**config.mk**
```make
export PLATFORM = sky130hd
export DESIGN_NAME = lec_bank
export DESIGN_NICKNAME = d
export VERILOG_FILES = /design/src/rtl/lec_pkg.sv /design/src/rtl/lec_counter.sv /design/src/rtl/lec_flags.sv /design/src/rtl/lec_bank.sv
export SDC_FILE = /design/constraint.sdc
export NUM_CORES = 1
export LEC_CHECK = 0
export BUFFER_PORTS_ARGS = -buffer_cell sky130_fd_sc_hd__buf_4
export CORE_MARGIN = 1
export CORE_UTILIZATION = 30
export DETAILED_ROUTE_END_ITERATION = 16
export GPL_TIMING_DRIVEN = 1
export PLACE_DENSITY = 0.54
export SYNTH_ARGS = -nofsm -noshare
export SYNTH_HDL_FRONTEND = slang
export SYNTH_SLANG_ARGS = --single-unit
```
**constraint.sdc**
```tcl
create_clock -name clk -period 1.85 [get_ports clk]
set_input_delay 0.0925 -clock clk [delete_from_list [all_inputs] [get_ports clk]]
set_output_delay 0.0925 -clock clk [all_outputs]
set_load 0.05 [all_outputs]
```
**src/rtl/lec_pkg.sv**
```systemverilog
package lec_pkg;
    typedef enum logic [1:0] {
        MODE_RUN    = 2'd0,
        MODE_CLEAR  = 2'd1,
        MODE_SAMPLE = 2'd2
    } mode_e;

    localparam int ADDR_W  = 4;
    localparam int DATA_W  = 8;
    localparam int NIB_W   = 4;
    localparam int CRC_W   = 2 * DATA_W;

    localparam logic [ADDR_W-1:0] A_NIB   = 4'd0;
    localparam logic [ADDR_W-1:0] A_MFO   = 4'd1;
    localparam logic [ADDR_W-1:0] A_FBE   = 4'd2;
    localparam logic [ADDR_W-1:0] A_CRCL  = 4'd3;
    localparam logic [ADDR_W-1:0] A_CRCH  = 4'd4;
    localparam logic [ADDR_W-1:0] A_EVT   = 4'd5;
    localparam logic [ADDR_W-1:0] A_OVF   = 4'd6;
    localparam logic [ADDR_W-1:0] A_EMSK  = 4'd7;
    localparam logic [ADDR_W-1:0] A_OMSK  = 4'd8;
    localparam logic [ADDR_W-1:0] A_CTRL  = 4'd9;

    // flag bit positions
    localparam int B_OOF  = 0;
    localparam int B_COFA = 1;
    localparam int B_MFO  = 2;
    localparam int B_CRC  = 3;
    localparam int B_FBE  = 4;
    localparam int B_SEC  = 5;
endpackage

```
**src/rtl/lec_counter.sv**
```systemverilog
module lec_counter #(
    parameter int W = 8
) (
    input  logic         clk,
    input  logic         rst_n,
    input  logic         clr,
    input  logic         inc,
    input  logic         tick,
    input  logic [W-1:0] wr_mask,
    input  logic [W-1:0] wdata,
    output logic [W-1:0] live,
    output logic [W-1:0] snap,
    output logic         ovf
);
    logic wr_any;
    assign wr_any = |wr_mask;
    assign ovf    = inc & ~clr & ~wr_any & ~tick & (&live);

    always_ff @(posedge clk) begin
        if (!rst_n || clr) begin
            live <= '0;
            snap <= '0;
        end else begin
            if (tick) snap <= live;
            if (wr_any)    live <= (live & ~wr_mask) | (wdata & wr_mask);
            else if (tick) live <= W'(inc);
            else if (inc)  live <= live + 1'b1;
        end
    end

    a_r6_clear_zero: assert property (@(posedge clk) disable iff (!rst_n)
        clr |=> (live == '0 && snap == '0));
    a_r5_write_wins: assert property (@(posedge clk) disable iff (!rst_n)
        (!clr && wr_any) |=> ((live & $past(wr_mask)) == ($past(wdata) & $past(wr_mask))));
    a_r3_wrap_zero: assert property (@(posedge clk) disable iff (!rst_n)
        ovf |=> (live == '0));
    a_r7_snap_stable: assert property (@(posedge clk) disable iff (!rst_n)
        (!clr && !tick) |=> $stable(snap));
endmodule

```
**src/rtl/lec_flags.sv**
```systemverilog
module lec_flags #(
    parameter int W = 8
) (
    input  logic         clk,
    input  logic         rst_n,
    input  logic [W-1:0] set,
    input  logic         rd_clr,
    output logic [W-1:0] q
);
    always_ff @(posedge clk) begin
        if (!rst_n) q <= '0;
        else        q <= (rd_clr ? '0 : q) | set;
    end

    a_r9_sticky: assert property (@(posedge clk) disable iff (!rst_n)
        !rd_clr |=> ((q & $past(q)) == $past(q)));
    a_r10_set_wins: assert property (@(posedge clk) disable iff (!rst_n)
        (|set) |=> ((q & $past(set)) == $past(set)));
endmodule

```
**src/rtl/lec_bank.sv**
```systemverilog
module lec_bank
    import lec_pkg::*;
#(
    parameter int ALIGN_W = 8
) (
    input  logic                 clk,
    input  logic                 rst_n,
    input  logic                 oof_pulse,
    input  logic                 mfoos_pulse,
    input  logic                 crc_pulse,
    input  logic                 fbe_pulse,
    input  logic                 resync_pulse,
    input  logic [ALIGN_W-1:0]   align_pos,
    input  logic                 sec_tick,
    input  logic                 reg_wr,
    input  logic                 reg_rd,
    input  logic [ADDR_W-1:0]    reg_addr,
    input  logic [DATA_W-1:0]    reg_wdata,
    output logic [DATA_W-1:0]    reg_rdata,
    output logic                 irq
);
    localparam int NNIB = 2;
    localparam int NBYTE_CNT = 2;

    // ---------------- mode state machine ----------------
    mode_e mode_q, mode_d;
    logic  clr_all, sample_en;

    always_comb begin
        mode_d = mode_q;
        if (reg_wr && reg_addr == A_CTRL) begin
            if (reg_wdata[0])      mode_d = MODE_CLEAR;
            else if (reg_wdata[1]) mode_d = MODE_SAMPLE;
            else                   mode_d = MODE_RUN;
        end
    end

    always_ff @(posedge clk) begin
        if (!rst_n) mode_q <= MODE_RUN;
        else        mode_q <= mode_d;
    end

    always_comb begin
        clr_all   = 1'b0;
        sample_en = 1'b0;
        unique case (mode_q)
            MODE_RUN:    ;
            MODE_CLEAR:  clr_all   = 1'b1;
            MODE_SAMPLE: sample_en = 1'b1;
            default:     ;
        endcase
    end

    // ---------------- alignment tracking ----------------
    logic [ALIGN_W-1:0] align_q;
    logic               cofa_inc;
    assign cofa_inc = resync_pulse & (align_pos != align_q);

    always_ff @(posedge clk) begin
        if (!rst_n)            align_q <= '0;
        else if (resync_pulse) align_q <= align_pos;
    end

    logic tick;
    assign tick = sec_tick & sample_en;

    // ---------------- nibble counters: out-of-frame, alignment change ----------------
    logic [NIB_W-1:0] nib_live [NNIB];
    logic [NIB_W-1:0] nib_snap [NNIB];
    logic [NNIB-1:0]  nib_ovf;
    logic [NNIB-1:0]  nib_inc;
    assign nib_inc = {cofa_inc, oof_pulse};

    for (genvar gi = 0; gi < NNIB; gi++) begin : g_nib
        logic [NIB_W-1:0] msk;
        assign msk = (reg_wr && reg_addr == A_NIB) ? '1 : '0;
        lec_counter #(.W(NIB_W)) u_cnt (
            .clk(clk), .rst_n(rst_n), .clr(clr_all), .inc(nib_inc[gi]), .tick(tick),
            .wr_mask(msk), .wdata(reg_wdata[gi*NIB_W +: NIB_W]),
            .live(nib_live[gi]), .snap(nib_snap[gi]), .ovf(nib_ovf[gi]));
    end

    // ---------------- byte counters: multiframe, framing-bit ----------------
    logic [DATA_W-1:0]    byt_live [NBYTE_CNT];
    logic [DATA_W-1:0]    byt_snap [NBYTE_CNT];
    logic [NBYTE_CNT-1:0] byt_ovf;
    logic [NBYTE_CNT-1:0] byt_inc;
    logic [ADDR_W-1:0]    byt_addr [NBYTE_CNT];
    assign byt_inc     = {fbe_pulse, mfoos_pulse};
    assign byt_addr[0] = A_MFO;
    assign byt_addr[1] = A_FBE;

    for (genvar gj = 0; gj < NBYTE_CNT; gj++) begin : g_byte
        logic [DATA_W-1:0] msk;
        assign msk = (reg_wr && reg_addr == byt_addr[gj]) ? '1 : '0;
        lec_counter #(.W(DATA_W)) u_cnt (
            .clk(clk), .rst_n(rst_n), .clr(clr_all), .inc(byt_inc[gj]), .tick(tick),
            .wr_mask(msk), .wdata(reg_wdata),
            .live(byt_live[gj]), .snap(byt_snap[gj]), .ovf(byt_ovf[gj]));
    end

    // ---------------- CRC counter ----------------
    logic [CRC_W-1:0] crc_live, crc_snap, crc_msk;
    logic             crc_ovf;
    assign crc_msk = {{DATA_W{reg_wr && reg_addr == A_CRCH}},
                      {DATA_W{reg_wr && reg_addr == A_CRCL}}};

    lec_counter #(.W(CRC_W)) u_crc (
        .clk(clk), .rst_n(rst_n), .clr(clr_all), .inc(crc_pulse), .tick(tick),
        .wr_mask(crc_msk), .wdata({reg_wdata, reg_wdata}),
        .live(crc_live), .snap(crc_snap), .ovf(crc_ovf));

    // ---------------- flags ----------------
    logic [DATA_W-1:0] evt_set, ovf_set, evt_q, ovf_q, evt_mask, ovf_mask;

    always_comb begin
        evt_set         = '0;
        evt_set[B_COFA] = cofa_inc    & ~clr_all;
        evt_set[B_MFO]  = mfoos_pulse & ~clr_all;
        evt_set[B_CRC]  = crc_pulse   & ~clr_all;
        evt_set[B_FBE]  = fbe_pulse   & ~clr_all;
        evt_set[B_SEC]  = sec_tick    & ~clr_all;
        ovf_set         = '0;
        ovf_set[B_OOF]  = nib_ovf[0];
        ovf_set[B_COFA] = nib_ovf[1];
        ovf_set[B_MFO]  = byt_ovf[0];
        ovf_set[B_CRC]  = crc_ovf;
        ovf_set[B_FBE]  = byt_ovf[1];
    end

    lec_flags #(.W(DATA_W)) u_evt (
        .clk(clk), .rst_n(rst_n), .set(evt_set),
        .rd_clr(reg_rd && reg_addr == A_EVT), .q(evt_q));
    lec_flags #(.W(DATA_W)) u_ovf (
        .clk(clk), .rst_n(rst_n), .set(ovf_set),
        .rd_clr(reg_rd && reg_addr == A_OVF), .q(ovf_q));

    always_ff @(posedge clk) begin
        if (!rst_n) begin
            evt_mask <= '0;
            ovf_mask <= '0;
        end else if (reg_wr) begin
            if (reg_addr == A_EMSK) evt_mask <= reg_wdata;
            if (reg_addr == A_OMSK) ovf_mask <= reg_wdata;
        end
    end

    assign irq = (|(evt_q & evt_mask)) | (|(ovf_q & ovf_mask));

    // ---------------- readback ----------------
    logic [NIB_W-1:0]  v_oof, v_cofa;
    logic [DATA_W-1:0] v_mfo, v_fbe;
    logic [CRC_W-1:0]  v_crc;
    assign v_oof  = sample_en ? nib_snap[0] : nib_live[0];
    assign v_cofa = sample_en ? nib_snap[1] : nib_live[1];
    assign v_mfo  = sample_en ? byt_snap[0] : byt_live[0];
    assign v_fbe  = sample_en ? byt_snap[1] : byt_live[1];
    assign v_crc  = sample_en ? crc_snap    : crc_live;

    always_comb begin
        reg_rdata = '0;
        case (reg_addr)
            A_NIB:   reg_rdata = {v_cofa, v_oof};
            A_MFO:   reg_rdata = v_mfo;
            A_FBE:   reg_rdata = v_fbe;
            A_CRCL:  reg_rdata = v_crc[DATA_W-1:0];
            A_CRCH:  reg_rdata = v_crc[CRC_W-1:DATA_W];
            A_EVT:   reg_rdata = evt_q;
            A_OVF:   reg_rdata = ovf_q;
            A_EMSK:  reg_rdata = evt_mask;
            A_OMSK:  reg_rdata = ovf_mask;
            A_CTRL:  reg_rdata = {6'd0, mode_q};
            default: reg_rdata = '0;
        endcase
    end

    a_r8_no_oof_event: assert property (@(posedge clk) disable iff (!rst_n)
        evt_q[B_OOF] == 1'b0);
    a_r4_cofa_needs_move: assert property (@(posedge clk) disable iff (!rst_n)
        (!resync_pulse && !clr_all && !(reg_wr && reg_addr == A_NIB) && !tick)
        |=> $stable(nib_live[1]));
    a_r11_masked_quiet: assert property (@(posedge clk) disable iff (!rst_n)
        (evt_mask == '0 && ovf_mask == '0) |-> !irq);
    a_r6_clear_no_flags: assert property (@(posedge clk) disable iff (!rst_n)
        (clr_all && !reg_rd) |=> $stable(evt_q));
endmodule

```
==> impl_metrics.json, run 1 <==
{
  "root_buffer": "clkbuf_16",
  "critPathCaptureType": "output port",
  "nets": 966,
  "grt.total_usage_pct": 22.9,
  "critPathKind": "flip-flop to output port",
  "seq_area_frac_synth_pct": 36.9,
  "htreeDepth": 4,
  "wl_per_cell_um": 20.1,
  "die_x_um": 147,
  "worstPathArrival_ps": 2300,
  "synth_seq_cells": 116,
  "ys.flop_type": "dfxtp_1",
  "path_clk_slew_ps": 60,
  "synth_top_area_cell": "dfxtp_1",
  "multi_input_area_um2": 3930,
  "synth_nets": 854,
  "grt_overflow": 0,
  "layout-drive-gt1-share_pct": 24.3,
  "grt_pass1_wl_um": 37000,
  "insertion_delay_ps": 420,
  "place_area_um2": 7440,
  "synth-edff-count": 0,
  "synth.top_cells.by_count": "nand2_1 (192), dfxtp_1 (116), a21oi_1 (80)",
  "seq_area_um2": 2320,
  "fin_area_um2": 8590,
  "setup_viol": 8,
  "violations": "setup timing",
  "slew_headroom_pct": 63.1,
  "std_cell_rows": 52,
  "dieArea_um2": 21500,
  "via_per_inst": 5.43,
  "rsz0062_at_grt": "true",
  "cts_buffer_depth": 2,
  "first_global_vias": 6299,
  "finClkSkew_ps": 12.3,
  "hold_viol": 0,
  "synth_most_common_cell": "nand2_1",
  "fp.coreArea_um2": 20400,
  "via_count": 6592,
  "fillers": 2049,
  "wirelength_um": 24300,
  "io_buffer_count": 38,
  "dpl.hpwl_um": 17100,
  "dr.pass1.iters": 5,
  "cts_made_buffers": 17,
  "synthArstFlopShare_pct": 0,
  "syn_inst": 819,
  "synth_top_area_share_pct": 36.9,
  "yosys_warnings": 0,
  "antenna_cells": 0,
  "syn_area_per_cell_um2": 7.68,
  "start_util_pct": 30.9,
  "ios": 39,
  "fmax_mhz": 419,
  "required_ps": 1760,
  "grt_max_degree": 38,
  "synth.distinct_cells": 69,
  "status": "finished with violations",
  "cp_max_fo": 4,
  "antenna_left": 0,
  "slew_violations": 0,
  "syn_to_final_growth_pct": 36.6,
  "numClockSinks": 116,
  "crit_path_start_kind": "flip-flop",
  "synth.cell_area_um2": 6290,
  "leakagePower_nw": 3.15,
  "p_per_area_nw_per_um2": 795,
  "ir_drop_mv": 0.520,
  "fin_ws_ps": -539,
  "tns_ps": -3490,
  "cts_tree": "done",
  "maxCapViolations": 0,
  "hold_path_class": "input pin to flip-flop",
  "drcViolationCount": 0,
  "gp_congestion": 0.942,
  "post-route-min-period_ps": 2390,
  "report.power.total_w": 0.00684,
  "antenna_found_initial": 0,
  "synth_area_leaders": "dfxtp_1 (37%), nand2_1 (11%), a21oi_1 (6.4%)",
  "first_iter_violations": 598,
  "period_share_pct": 129,
  "die_height_um": 147,
  "worst_slew_pin_slew_ps": 547
}
path summary, 6_finish.rpt:
check,from,to,slack (ps),depth (start not counted)
max reg2reg,mode_q[1]$_SDFFE_PN0P_,flip-flop,60,8
max,mode_q[1]$_SDFFE_PN0P_,reg_rdata[7],-540,7
min,reg_wdata[5],flip-flop,30,3
min reg2reg,g_nib[0].u_cnt.snap[2]$_SDFFE_PP0P_,g_nib[0].u_cnt.snap[2]$_SDFFE_PP0P_,460,2
per-layer routing:
layer | vias to the layer above | global-route usage, % | wire, µm
met5 | - | 0 | 0
met4 | 0 | 11.4 | 961
li1 | 3167 | - | -
met3 | 65 | 5.09 | 1580
met1 | 3098 | 29.6 | 10500
met2 | 262 | 35.8 | 11300
final cells by class:
class,count,share of cell area [%]
clock buffers,22,5.75
inverters,9,0.393
well taps,270,3.93
clock inverters,9,1.46
flip-flops and latches,116,27.1
repair buffers,154,15.7
multi-input cells,633,45.8
what timing repair did:
| item | in CTS | in global routing |
|---|---|---|
| pin swaps | 14 | 12 |
| hold buffers | 8 | 0 |
| hold endpoints to repair | 8 | 0 |
| gates resized for setup | 46 | 29 |
| buffers inserted | 13 | 1 |
| setup endpoints to repair | 16 | 33 |
| cloned | 1 | 2 |
logic make-up (layout without fill, tap and decap cells):
group	count (synthesis)	count (layout)	synth area share [%]
AOI/OAI and AO/OA	220	221	23.3
buffers and inverters	71	194	4.58
adders and majority gates	5	5	0.995
and+or+nand+nor	356	356	26.3
xor gates and xnor gates	24	24	3.34
DFF	116	116	36.9
muxes	27	27	4.54
cells in the final DEF, fill, tap and decap left out, types with 9 or more instances in the layout:
| cell type | synthesis | layout |
|---|---|---|
| a21boi_0 | 19 | 19 |
| a21oi_1 | 80 | 76 |
| a22oi_1 | 19 | 19 |
| and3_1 | 11 | 11 |
| buf_4 | 1 | 122 |
| buf_6 | 0 | 11 |
| clkbuf_16 | 0 | 18 |
| dfxtp_1 | 116 | 114 |
| inv_1 | 9 | 9 |
| mux2i_1 | 24 | 22 |
| nand2_1 | 192 | 186 |
| nand3_1 | 45 | 42 |
| nand4_1 | 14 | 14 |
| nor2_1 | 29 | 26 |
| nor2b_1 | 23 | 22 |
| o21ai_0 | 21 | 18 |
| xnor2_1 | 12 | 12 |
| xor2_1 | 12 | 12 |
worst max-delay path, stage by stage (launching register included):
cell     delay (ps)
dfxtp_2         320
nor2b_4         210
buf_4           140
mux2i_1         210
o22ai_1         110
a221o_1         270
or4_4           450
buf_8           170
per-stage QoR:
stage	utilization, %	cells	setup WS [ps]	hold slack [ps]
3_3_place_gp	36.5	1158	-130	374
4_1_cts	41.3	1211	-522	7.35
5_1_grt	42.2	1213	-603	16.4
6_report	42.2	1213	-539	27.9
2_1_floorplan	-	819	-7.66	223
3_5_place_dp	36.5	1158	-164	376
report_power, final:
group          leakage (nW)  switching, W  internal [W]
registers             0.942     0.0000663       0.00256
logic                  1.91      0.000428      0.000302
clock network         0.304       0.00120       0.00228
total                  3.15       0.00170       0.00514
(Power assumes the default switching activity.)
==> run 2, diff against run 1 <==
Settings changed: GPL_TIMING_DRIVEN 1 to unset, SYNTH_HIERARCHICAL set to 1.
Clock period 1.85 ns to 2.7 ns, I/O delays scaled along.
==> impl_metrics.json, run 2 <==
{
  "antenna_found_initial": 1,
  "critical-path-top-delay-family": "simple AND/OR/NAND/NOR gates",
  "htreeDepth": 4,
  "critPathCaptureType": "output port",
  "slew_headroom_pct": 58.7,
  "grt.total_usage_pct": 19.0,
  "synthArstFlopShare_pct": 0,
  "cp_max_fo": 13,
  "syn_to_final_growth_pct": 20.2,
  "std_cell_rows": 57,
  "first_iter_violations": 549,
  "status": "finished, final reports clean",
  "crit_path_start_kind": "flip-flop",
  "slowest_stage": "or4_1",
  "worstPathArrival_ps": 2470,
  "seq_area_frac_synth_pct": 32.3,
  "tns_ps": 0,
  "cp_common_cell": "buf_4",
  "post-place-ws_ps": 199,
  "insertion_delay_ps": 430,
  "cts_tree": "done",
  "synth_top_area_cell": "dfxtp_1",
  "slew_violations": 0,
  "start_util_pct": 30.8,
  "yosys_warnings": 6,
  "synth_seq_cells": 122,
  "first_global_vias": 6418,
  "ys.flop_type": "dfxtp_1",
  "leakagePower_nw": 3.22,
  "grt_overflow": 0,
  "grt_max_degree": 36,
  "grt_pass1_wl_um": 37800,
  "fp.coreArea_um2": 24500,
  "p_per_area_nw_per_um2": 554,
  "path_clk_slew_ps": 60,
  "finClkSkew_ps": 6.12,
  "p_sw_w": 0.00153,
  "synth.top_cells.by_count": "dfxtp_1 (122), mux2i_1 (100), nor2_1 (78)",
  "antenna_left": 0,
  "setup_viol": 0,
  "ir_drop_mv": 0.365,
  "synth.distinct_cells": 77,
  "synth.cell_area_um2": 7550,
  "p_seq_share_pct": 40.2,
  "dpl.hpwl_um": 16600,
  "fin_ws_ps": 95.6,
  "synth_most_common_cell": "dfxtp_1",
  "report.power.total_w": 0.00503,
  "rr_worst_depth": 6,
  "rsz0062_at_grt": "false",
  "synth-edff-count": 0,
  "numClockSinks": 122,
  "p_clk_share_pct": 44.5,
  "required_ps": 2570,
  "period_share_pct": 96.5,
  "worst_slew_pin_slew_ps": 615,
  "drcViolationCount": 0,
  "root_buffer": "clkbuf_16",
  "synth_area_leaders": "dfxtp_1 (32%), mux2i_1 (13%), nor2_1 (3.9%)",
  "holdPathStages": 3,
  "via_per_inst": 5.43,
  "fmax_mhz": 384,
  "hold_viol": 0,
  "hold_path_class": "input pin to flip-flop",
  "pwr-share-comb_pct": 15.3,
  "dieArea_um2": 25800,
  "critPathKind": "flip-flop to output port",
  "antenna_cells": 0,
  "layout-drive-gt1-share_pct": 17.3,
  "critPathBufInv": 3,
  "final_common_cell": "dfxtp_1",
  "synth_top_area_share_pct": 32.3,
  "wirelength_um": 24300,
  "die_height_um": 161,
  "cpPeakStageDelay_ps": 580,
  "cts_buffer_depth": 2,
  "maxCapViolations": 0,
  "wl_per_cell_um": 18.9,
  "layout_common_cells": "dfxtp_1 (121), mux2i_1 (100), buf_4 (79)",
  "worstPathCellList": "nor2b_4 -> buf_4 -> clkbuf_16 -> mux2i_1 -> o22ai_1 -> or4_1 -> buf_4",
  "nets": 979,
  "dr.pass1.iters": 6,
  "post-route-min-period_ps": 2600,
  "gp_congestion": 0.868,
  "p_int_w": 0.00351,
  "cp.depth": 7,
  "ios": 39,
  "via_count": 6953,
  "die_x_um": 161,
  "power.share.switching_pct": 30.3,
  "syn_inst": 874,
  "cts_made_buffers": 17,
  "syn_area_per_cell_um2": 8.64,
  "io_buffer_count": 38
}
## run 2: cell types whose count changed after synthesis, moves of 18 or more
cell	previous run	this run
nand2_1	192	67
mux2i_1	24	100
nor2_1	29	78
a21oi_1	80	37
clkbuf_1	40	18
nand3_1	45	26
nor2b_1	23	41
## run 2: kinds of logic after synthesis
logic type / after synthesis / share of synthesized area [%]
flip-flops: 122 / 32.3
multiplexers: 100 / 13.3
AO/OA/AOI/OAI: 203 / 20.0
buffers and inverters: 69 / 4.62
other: 1 / 0.0496
adder cells (fa/ha/maj): 5 / 0.828
XOR/XNOR: 20 / 2.32
AND/OR/NAND/NOR: 354 / 26.6
## run 2: final timing paths
kind / from / to / slack, ps
hold / removal: reg_wdata[6] / flip-flop / 60
hold reg to reg: ovf_mask[3]$_SDFFE_PN0P_ / ovf_mask[3]$_SDFFE_PN0P_ / 490
setup / recovery: mode_q[1]$_SDFFE_PN0P_ / reg_rdata[7] / 100
setup reg to reg: flip-flop / flip-flop / 420
## run 2: timing repair
item,in CTS,in global routing
resized for setup,0,1
hold endpoints to repair,8,0
buffers inserted,1,1
endpoints found under the setup margin,6,4
hold buffers,8,0
cloned,0,1
pin swaps,0,0
## run 2: tightest hold or removal path, stage by stage
cell and delay, ps:
buf_4 160, inv_1 80, a221oi_2 60
## run 2: metrics by stage
stage	std cells	area, µm²	util [%]	hold slack (ps)
floorplan	879	7580	-	284
global placement	1238	8390	34.2	409
detailed placement	1238	8390	34.2	419
CTS	1279	9040	36.9	45.3
global route	1281	9080	37.0	55.4
finish	1281	9080	37.0	56.0
## run 2: power groups by stage
stage / combinational, W / clock, W / sequential (W)
2_1_floorplan: 0.000553 / 0 / 0.00199
3_3_place_gp: 0.000747 / 0 / 0.00206
3_5_place_dp: 0.000753 / 0 / 0.00206
4_1_cts: 0.000765 / 0.00228 / 0.00202
5_1_grt: 0.000842 / 0.00236 / 0.00204
6_report: 0.000770 / 0.00224 / 0.00203
## run 2: per-layer routing
layer  GRT usage (%)  vias up  routed length [µm]
met2            28.5      230               10600
met4            5.84        0                 451
li1                -     3399                   -
met3            3.64       35                1310
met1            27.2     3289               11900
met5               0        -                   0
## run 2: final cells by class
| cell class | count | area, µm² |
|---|---|---|
| sequential | 122 | 2440 |
| timing repair buffer | 91 | 758 |
| clock buffer | 18 | 429 |
| clock inverter | 14 | 136 |
| multi-input combinational | 688 | 4810 |
| fill | 2586 | 15500 |
| tap | 324 | 405 |
| inverter | 24 | 90.1 |
